[src/rtl/gt_pkg.sv]
package gt_pkg;
  parameter int GT_SEL_W = 2;

  typedef struct packed {
    logic                gateEn;
    logic                gatePol;
    logic [GT_SEL_W-1:0] gateSel;
  } gate_cfg_t;

  typedef struct packed {
    logic load;
    logic inc;
  } cnt_ctrl_t;
endpackage

[src/rtl/gt_gate_ctrl.sv]
module gt_gate_ctrl
  import gt_pkg::*;
#(
  parameter int NUM_SRC     = 4,
  parameter int REG_W       = 8,
  parameter int SYNC_STAGES = 2
) (
  input  logic               clk,
  input  logic               rst,
  input  logic               cntStrobe,
  input  logic               cntWrEn,
  input  logic               cfgWrEn,
  input  logic [REG_W-1:0]   cfgWrData,
  output logic [REG_W-1:0]   cfgRdData,
  input  logic [NUM_SRC-1:0] gateSrc,
  output logic               gateVal,
  output cnt_ctrl_t          ctrl
);
  localparam int EN_BIT  = REG_W - 1;
  localparam int POL_BIT = REG_W - 2;

  gate_cfg_t cfgQ;
  logic [SYNC_STAGES-1:0] syncQ;
  logic selected;
  logic syncOut;

  always_ff @(posedge clk) begin
    if (rst) begin
      cfgQ <= '0;
    end else if (cfgWrEn) begin
      cfgQ.gateEn  <= cfgWrData[EN_BIT];
      cfgQ.gatePol <= cfgWrData[POL_BIT];
      cfgQ.gateSel <= cfgWrData[GT_SEL_W-1:0];
    end
  end

  always_comb begin
    cfgRdData                 = '0;
    cfgRdData[EN_BIT]         = cfgQ.gateEn;
    cfgRdData[POL_BIT]        = cfgQ.gatePol;
    cfgRdData[GT_SEL_W-1:0]   = cfgQ.gateSel;
  end

  assign selected = gateSrc[cfgQ.gateSel];

  generate
    if (SYNC_STAGES == 1) begin : g_sync1
      always_ff @(posedge clk) begin
        if (rst) syncQ <= '0;
        else     syncQ <= selected;
      end
    end else begin : g_syncN
      always_ff @(posedge clk) begin
        if (rst) syncQ <= '0;
        else     syncQ <= {syncQ[SYNC_STAGES-2:0], selected};
      end
    end
  endgenerate

  assign syncOut = syncQ[SYNC_STAGES-1];
  assign gateVal = cfgQ.gatePol ? syncOut : ~syncOut;

  always_comb begin
    ctrl.load = cntWrEn;
    ctrl.inc  = cntStrobe && (!cfgQ.gateEn || gateVal);
  end

  // a closed gate never lets an increment through
  assert_gate_blocks_R3: assert property (@(posedge clk) disable iff (rst)
    (cfgQ.gateEn && !gateVal) |-> !ctrl.inc);
  // with gating off every strobe increments
  assert_free_run_R2: assert property (@(posedge clk) disable iff (rst)
    (!cfgQ.gateEn && cntStrobe) |-> ctrl.inc);
  // polarity flip with stable synchronizer inverts gateVal
  assert_pol_inverts_R8: assert property (@(posedge clk) disable iff (rst)
    ($stable(syncOut) && $changed(cfgQ.gatePol)) |-> (gateVal != $past(gateVal)));
endmodule

[src/rtl/gt_count_path.sv]
module gt_count_path
  import gt_pkg::*;
#(
  parameter int CNT_W = 16
) (
  input  logic             clk,
  input  logic             rst,
  input  cnt_ctrl_t        ctrl,
  input  logic [CNT_W-1:0] loadData,
  output logic [CNT_W-1:0] count,
  output logic             overflow
);
  localparam logic [CNT_W-1:0] CNT_MAX = '1;

  always_ff @(posedge clk) begin
    if (rst) begin
      count    <= '0;
      overflow <= 1'b0;
    end else begin
      overflow <= 1'b0;
      if (ctrl.load) begin
        count <= loadData;
      end else if (ctrl.inc) begin
        count    <= count + 1'b1;
        overflow <= (count == CNT_MAX);
      end
    end
  end

  // load wins over increment
  assert_load_wins_R9: assert property (@(posedge clk) disable iff (rst)
    ctrl.load |=> (count == $past(loadData)));
  // no strobe, no load -> hold
  assert_hold_R11: assert property (@(posedge clk) disable iff (rst)
    (!ctrl.load && !ctrl.inc) |=> $stable(count));
  // overflow only right after a wrap to zero
  assert_wrap_zero_R10: assert property (@(posedge clk) disable iff (rst)
    overflow |-> (count == '0));
  assert_no_double_ovf_R10: assert property (@(posedge clk) disable iff (rst)
    overflow |=> !overflow);
endmodule

[src/rtl/gated_timer.sv]
module gated_timer
  import gt_pkg::*;
#(
  parameter int CNT_W   = 16,
  parameter int NUM_SRC = 4,
  parameter int REG_W   = 8
) (
  input  logic               clk,
  input  logic               rst,
  input  logic               cntStrobe,
  input  logic               cfgWrEn,
  input  logic [REG_W-1:0]   cfgWrData,
  output logic [REG_W-1:0]   cfgRdData,
  input  logic [NUM_SRC-1:0] gateSrc,
  output logic               gateVal,
  input  logic               cntWrEn,
  input  logic [CNT_W-1:0]   cntWrData,
  output logic [CNT_W-1:0]   count,
  output logic               overflow
);
  cnt_ctrl_t ctrl;

  gt_gate_ctrl #(.NUM_SRC(NUM_SRC), .REG_W(REG_W), .SYNC_STAGES(2)) u_ctrl (
    .clk(clk), .rst(rst), .cntStrobe(cntStrobe), .cntWrEn(cntWrEn),
    .cfgWrEn(cfgWrEn), .cfgWrData(cfgWrData), .cfgRdData(cfgRdData),
    .gateSrc(gateSrc), .gateVal(gateVal), .ctrl(ctrl)
  );

  gt_count_path #(.CNT_W(CNT_W)) u_path (
    .clk(clk), .rst(rst), .ctrl(ctrl), .loadData(cntWrData),
    .count(count), .overflow(overflow)
  );

  // reset leaves the block cleared
  assert_reset_clear_R1: assert property (@(posedge clk)
    rst |=> (count == '0 && !overflow && cfgRdData == '0));
endmodule

[config.mk]
export PLATFORM = sky130hd
export DESIGN_NAME = gated_timer
export DESIGN_NICKNAME = d
export VERILOG_FILES = /design/src/rtl/gt_pkg.sv /design/src/rtl/gt_gate_ctrl.sv /design/src/rtl/gt_count_path.sv /design/src/rtl/gated_timer.sv
export SDC_FILE = /design/constraint.sdc
export NUM_CORES = 1
export LEC_CHECK = 0
export ABC_AREA = 1
export BUFFER_PORTS_ARGS = -buffer_cell sky130_fd_sc_hd__buf_2
export CORE_ASPECT_RATIO = 0.75
export CORE_MARGIN = 5
export CORE_UTILIZATION = 45
export CTS_CLUSTER_DIAMETER = 80
export DETAILED_ROUTE_END_ITERATION = 8
export PLACE_DENSITY = 0.87
export SETUP_SLACK_MARGIN = 0.1
export SLEW_MARGIN = 20
export SYNTH_ARGS = -nofsm -noshare
export SYNTH_HDL_FRONTEND = slang
export SYNTH_HIERARCHICAL = 1
export SYNTH_SLANG_ARGS = --single-unit
[constraint.sdc]
create_clock -name clk -period 1.6 [get_ports clk]
set_input_delay 0.08 -clock clk [delete_from_list [all_inputs] [get_ports clk]]
set_output_delay 0.08 -clock clk [all_outputs]
set_load 0.1 [all_outputs]
; ---- Word level (Yosys, flattened, before mapping)
; Cells that the tools add are included.
[totals]
input_bits = 33
ff_bits = 23
wordCells = 21
output_inout_bits = 26
[op_classes]
n_reduce_logical = 5
addsub = 1
muxes = 5
bitwise = 2
n_lt_le_gt_ge = 1
n_eq_ne = 1
[op_table]
columns = cell, n
row1 = 2-to-1 mux 16 bit, 2
row2 = adder 16 x 1 -> 16 bit (second input constant), 1
row3 = == test 16 bit (second input constant), 1
row4 = < comparator 2 x 3 -> 1 bit (second input constant), 1
row5 = OR reduction 3 bit, 1
row6 = binary-select mux 1 bit (select 2 bit), 1
row7 = 2-to-1 mux 1 bit, 2
row8 = NOT 1 bit, 2
row9 = nonzero test 2 bit, 1
row10 = logical AND 1 bit, 1
row11 = zero test 1 bit, 1
row12 = logical OR 1 bit, 1

; ---- Longest topological paths before layout
; Gate-level depths: netlist of the first run.
[logic_depth]
word_depth = 6
ltp_mapped = 10

; ---- By module
; Netlist of the first run, hierarchy kept.
[by_module_without_submodules]
columns = mod, area_each_um2, instances, cells_per_inst
row1 = gt_count_path, 1033.5, 1, 157
row2 = gt_gate_ctrl, 299.0, 1, 44

; ---- Least setup slack after synthesis of the first run
; No wires, ideal clock.
[synth_timing]
kind = reg2reg
from = register u_path.count[1]
to = register u_path.count[10]
t_arrival_ns = 1.924
setup_slack_ns = -0.456
stages_incl_launch_ff = 9
n_path_buf = 0
setup_time_ns = 0.132
required_time_ns = 1.468
path_cell_list = dfxtp_1 ha_1 nand3_1 inv_1 nand2_1 nor2_1 nand2_1 nand3_1 a21oi_1
[synth_via]
elab_chain_len = 3
[synth_rtl]
columns = element, line_no
row1 = start: declaration, gt_count_path.sv:10  ; output logic [CNT_W-1:0] count,
row2 = start signal: assignment, gt_count_path.sv:22  ; count <= loadData;
row3 = start signal: assignment, gt_count_path.sv:24  ; count <= count + 1'b1;
row4 = adder 16 x 1 -> 16 bit, gt_count_path.sv:24
row5 = 2-to-1 mux 16 bit, gt_count_path.sv:23  ; end else if (ctrl.inc) begin
row6 = 2-to-1 mux 16 bit, gt_count_path.sv:21  ; if (ctrl.load) begin
; Every way passes these cells. The select of a mux whose other input is x is not followed.
; A chain may end at the register's enable or synchronous reset.

; ---- Final worst setup path of the first run
[layout_timing]
from = register u_ctrl.cfgQ, in the netlist u_ctrl/cfgRdData[6]
to = output gateVal
[layout_via]
elab_chain_len = 1
[layout_rtl]
columns = element, line_no
row1 = start: declaration, gt_gate_ctrl.sv:22  ; gate_cfg_t cfgQ;
row2 = 2-to-1 mux 1 bit, gt_gate_ctrl.sv:61  ; assign gateVal = cfgQ.gatePol ? syncOut : ~syncOut;
row3 = end: declaration, gated_timer.sv:15  ; output logic gateVal,
; Every way passes these cells.

==> results of run 1 <==
-- state kept, by name, indices dropped and copies added, names as in the netlist --
register and count:
u_ctrl/syncQ 2, u_path/overflow 1, u_ctrl/cfgRdData 4, u_path/count 16
-- per-stage QoR --
stage / setup WS [ps] / std cells / power, mW / cell area [um^2] / hold WS (ps)
2_1_floorplan: 101.2 / 204 / 1.056 / 1383 / 139.4
3_3_place_gp: 126.7 / 283 / 1.133 / 1618 / 327.7
3_5_place_dp: 94.49 / 283 / 1.139 / 1618 / 329.0
4_1_cts: 72.36 / 287 / 1.497 / 1665 / 50.33
5_1_grt: 115.1 / 287 / 1.548 / 1680 / 59.79
6_report: 189.5 / 287 / 1.492 / 1680 / 57.76
-- path summary, 6_finish.rpt --
path | from | end | slack, ps | cells after the start
hold / removal | cfgWrData[7] | u_ctrl/cfgRdData[7]$_SDFFE_PP0P_ | 60 | 3
hold reg to reg | u_ctrl/syncQ[0]$_SDFF_PP0_ | u_ctrl/syncQ[1]$_SDFF_PP0_ | 410 | 2
setup reg to reg | u_ctrl/cfgRdData[6]$_SDFFE_PP0P_ | u_path/overflow$_SDFF_PP0_ | 220 | 8
setup / recovery | u_ctrl/cfgRdData[6]$_SDFFE_PP0P_ | gateVal | 190 | 3
-- routing by layer --
metal | wire (um) | GRT usage [%] | vias to the layer above
met4 | 59 | 5.000 | 0
met5 | 0 | 0 | -
met2 | 1749 | 29.69 | 47
met1 | 1528 | 21.22 | 656
li1 | - | - | 751
met3 | 248 | 4.225 | 7
-- worst max-delay path: stages, from the launching register on --
cell and delay (ps):
dfxtp_4 350, or2_1 230, nand2_1 60, buf_2 420
-- kinds of logic after synthesis --
| kind of cell | count (synthesis) |
|---|---|
| DFF | 23 |
| buffers and inverters | 38 |
| xor gates and xnor gates | 4 |
| other | 1 |
| adders and majority gates | 1 |
| and+or+nand+nor | 94 |
| AOI/OAI and AO/OA | 40 |
-- cells in the final DEF (no fill, tap or decap), types with 2 or more instances in the layout --
cell type,instances
a211oi_1,2
a21oi_1,17
a22oi_1,11
buf_2,50
clkbuf_8,3
conb_1,4
dfxtp_1,6
dfxtp_2,10
dfxtp_4,7
inv_1,24
inv_2,3
nand2_1,48
nand3_1,21
nand4_1,3
nor2_1,15
nor2_4,2
o21ai_0,5
o21bai_1,3
xor2_1,3
-- final cells by class --
cell class,instances,area (um^2),area share (%)
Clock buffer,4,45.04,2.681
Inverter,28,110.1,6.553
Multi-Input combinational cell,143,720.7,42.89
Sequential cell,23,499.2,29.71
Tap cell,38,47.55,2.829
Timing Repair Buffer,51,257.7,15.34
-- where the power goes --
group / switching, mW / internal (mW) / total [mW] / leakage, nW
clock network: 0.182 / 0.178 / 0.360 / 0.0228
registers: 0.0412 / 0.607 / 0.648 / 0.198
logic: 0.388 / 0.0963 / 0.484 / 0.590
-- what timing repair did --
action,in CTS,in global routing
endpoints found under the setup margin,13,14
resized for setup,1,6
gates cloned,0,0
==> results.cfg, run 1 <==
[synthesis]
synth.distinct_cells = 27
synthMuxAreaShare_pct = 0
synth_top_family_by_area = simple AND/OR/NAND/NOR gates
synth-compound-area-share_pct = 18.12
synthTopCellsByCount = nand2_1, inv_1, dfxtp_1
yosys.area_share.xor_xnor_pct = 2.629
syn-cell-area_um2 = 1333
synthSimpleGateAreaFrac_pct = 30.33
async_reset_ff_share_pct = 0
synth_area_leader_cell = dfxtp_1
synth-edff-count = 0
ys_ff_latch = 23
synth_top_area_share_pct = 34.55
yosys-top-cells-area = dfxtp_1, nand2_1, nand3_1
yosys_warnings = 6
synth_flop_cell = dfxtp_1
synthCells = 201
ys_seq_area_share_pct = 34.55
synthMostInstantiatedCell = nand2_1
avgSynthCellArea_um2 = 6.629
synth-adder-area-share_pct = 0.9390

[timing]
fin_crit_ps = 1410
skew_ps = 4.038
fmax_mhz = 709.0
fin_setup_tns_ps = 0
rsz0062_at_grt = false
period_share_pct = 88.16
hold_violations = 0
finalSetupViolCount = 0
drv_slew = 0

[route]
drtAntennaViolNets = 0
wl_per_cell_um = 12.49
drtPass1Iterations = 4
drt_iter0_drc = 70
via_count = 1461
wirelength_mm = 3.585
viasPerCell = 5.091
drc = 0

[global_routing]
grt_usage_pct = 17.23
grt_antenna_before_repair = 0
grt_pass1_vias = 1328
grt_pass1_wl_mm = 5.816
grt_max_degree = 18
gr-total-overflow = 0

[die]
dieArea_um2 = 4161
rows = 17
dieWidth_um = 72.84
die_y_um = 57.13
core-area_um2 = 2893
start_util_pct = 46.06
pin_count = 59

[clocking]
cts_sinks = 23
clk_path_buf_depth = 2
h-tree-depth = 1
cts_tree = done
cts-root-buf = clkbuf_8
cts_hold_buf = 0
post_cts_buffers = 0
numCtsBuffers = 3
path_clk_slew_ps = 80
insertion_delay_ps = 260

[finish]
syn_to_final_growth_pct = 26.10
finalCoreUtilization_pct = 58.09
nFillCells = 294
drive_above_1_share_pct = 32.13
antenna_cells = 0
fin_nets = 284

[critical_path]
start_kind = flip-flop
cp-end-kind = output port
crit_arrival_ps = 1330
crit_type = flip-flop to output port
critical_path.max_fanout = 4
crit_required_ps = 1520

[job]
max_cap_violations = 0

[run_status]
outcome = finished clean

[power_and_ir_drop]
ir_drop_mv = 0.4879
powerDensity_nw_per_um2 = 887.9
leakagePower_nw = 0.8110

[placement]
place.gp.congestion = 0.8606
hpwl_mm = 2.616
portBuffers = 50

[worst_hold_path]
hold_path.class = primary input to flip-flop
Power figures use the tool's default switching activity.
==> run 2: changes to the inputs <==
--- a/config.mk
+++ b/config.mk
@@ -13,6 +13,7 @@
 export CTS_CLUSTER_DIAMETER = 80
 export DETAILED_ROUTE_END_ITERATION = 8
 export PLACE_DENSITY = 0.87
+export REMOVE_ABC_BUFFERS = 1
 export SETUP_SLACK_MARGIN = 0.1
 export SLEW_MARGIN = 20
 export SYNTH_ARGS = -nofsm -noshare
==> run 2 against run 1 <==
Design area shrank 1.9%. Register-to-register slack improved by 40 ps. Worst setup slack better by 22 ps. Clock skew decreased by 1.6 ps. Critical endpoint unchanged. Highest routed layer unchanged.
==> results.cfg, run 2 (synthesis gave the netlist of run 1 again) <==
[finish]
final_common_cell = buf_2
layout_common_cells = buf_2, nand2_1, inv_1
layoutNonFillerInstCount = 287
largest_register = u_path/count
syn_to_final_growth_pct = 23.76
antenna_cells = 0
drive_above_1_share_pct = 26.91
largest_reg_flops = 16
fin_nets = 284

[critical_path]
r2r_setup_slack_ps = 260
crit_type = flip-flop to output port
crit_chain = or2_1 > nand2_1 > buf_2
cp-end-kind = output port
critPathMaxStageDelay_ps = 410
crit_slowest_cell = buf_2
reg2reg_depth = 8
critical_path.max_fanout = 4
crit_required_ps = 1520
start_kind = flip-flop
rr_startpoint = u_ctrl/cfgRdData[6]$_SDFFE_PP0P_
timing.rr.end = u_path/overflow$_SDFF_PP0_
crit_arrival_ps = 1310

[worst_hold_path]
whs_path_depth = 3
hold_path.class = primary input to flip-flop
hold_end = u_ctrl/cfgRdData[7]$_SDFFE_PP0P_
hold_start = cfgWrData[7]

[clocking]
cts_hold_buf = 0
cts_sinks = 23
insertion_delay_ps = 260
post_cts_buffers = 0
numCtsBuffers = 3
h-tree-depth = 1
clk_path_buf_depth = 2
cts-root-buf = clkbuf_8
path_clk_slew_ps = 80
cts_tree = done

[power_and_ir_drop]
leakagePower_nw = 0.8035
p_int_mw = 0.8821
clock_power_share_pct = 24.1
swShare_pct = 40.72
p_switching_mw = 0.6058
pwr-share-seq_pct = 43.6
p_total_mw = 1.488
powerDensity_nw_per_um2 = 902.3
combPwrFrac_pct = 32.3
ir_drop_mv = 0.4232

[die]
start_util_pct = 46.06
core-area_um2 = 2893
rows = 17
dieArea_um2 = 4161
dieWidth_um = 72.84
pin_count = 59
die_y_um = 57.13

[global_routing]
grt_antenna_before_repair = 0
gr-total-overflow = 0
grt_max_degree = 20
grt_usage_pct = 16.35
grt_pass1_vias = 1298
grt_pass1_wl_mm = 5.499

[route]
drtPass1Iterations = 4
viasPerCell = 4.930
drt_iter0_drc = 54
wirelength_mm = 3.351
drtAntennaViolNets = 0
routedLengthMet1_mm = 1.642
met3_length_um = 263
met2WireLength_mm = 1.436
wl_per_cell_um = 11.68
drc = 0
via_count = 1415
dr.max_layer_used = met4

[timing]
fin_ws_ps = 211.8
hold-worst-slack_ps = 56.63
fin_crit_ps = 1388
finalSetupViolCount = 0
period_share_pct = 86.76
drv_slew = 0
skew_ps = 2.477
fmax_mhz = 720.4
hold_violations = 0
rsz0062_at_grt = false

[placement]
dp_cells = 283
hpwl_mm = 2.583
place.gp.congestion = 0.8164
portBuffers = 50
dp_slack_ps = 54.54

[run_status]
outcome = finished clean

[job]
max_cap_violations = 0
run 2: layout make-up:
type / count / area [um^2]
inverter: 28 / 110.1
clock buffer: 4 / 45.04
multi-input combinational: 143 / 725.7
tap: 38 / 47.55
timing repair buffer: 51 / 257.7
sequential: 23 / 462.9
fill: 296 / 1244
run 2: timing repair:
item | 4_1_cts | 5_1_grt
pin swaps | 0 | 1
gates resized for setup | 1 | 9
hold endpoints to repair | 0 | 0
setup endpoints to repair | 13 | 14
run 2: worst max-delay path by stage:
| stage | startpoint | endpoint | slack, ps | cells after the start |
|---|---|---|---|---|
| 3_5_place_dp | u_ctrl/cfgRdData[6]$_SDFFE_PP0P_ | u_path/overflow$_SDFF_PP0_ | 50 | 8 |
| 6_report | u_ctrl/cfgRdData[6]$_SDFFE_PP0P_ | gateVal | 210 | 3 |
| 4_1_cts | u_ctrl/cfgRdData[6]$_SDFFE_PP0P_ | u_path/count[6]$_SDFFE_PP0P_ | 60 | 7 |
| 5_1_grt | u_ctrl/cfgRdData[6]$_SDFFE_PP0P_ | u_path/count[10]$_SDFFE_PP0P_ | 110 | 7 |
| 2_1_floorplan | u_path/count[1]$_SDFFE_PP0P_ | u_path/count[10]$_SDFFE_PP0P_ | -450 | 8 |
| 3_3_place_gp | u_ctrl/cfgRdData[6]$_SDFFE_PP0P_ | u_path/overflow$_SDFF_PP0_ | 120 | 8 |
run 2: routing by layer:
metal | track usage [%] | up-vias
li1 | - | 749
met3 | 4.754 | 2
met5 | 0 | -
met1 | 22.02 | 622
met4 | 4.737 | 0
met2 | 25.32 | 42
run 2: power by group through the flow:
stage,clock network [mW],registers [mW],logic (mW)
finish,0.359,0.648,0.481
detailed placement,0,0.661,0.476
global route,0.393,0.656,0.507
global placement,0,0.659,0.472
floorplan,0,0.878,0.154
CTS,0.369,0.647,0.478
run 2: critical path: cells and delay by family (launching register included):
family | cells | cell delay (ps)
flip-flops | 1 | 330
buffers and inverters | 1 | 410
AND/OR/NAND/NOR | 2 | 300
run 2: metrics by stage:
stage,area [um^2],TNS (ps),util (%)
final,1649,0,57.01
after global placement,1579,0,54.58
after floorplan,1274,-6951,-
after CTS,1627,0,56.23
after detailed placement,1579,0,54.58
after global routing,1649,0,57.01
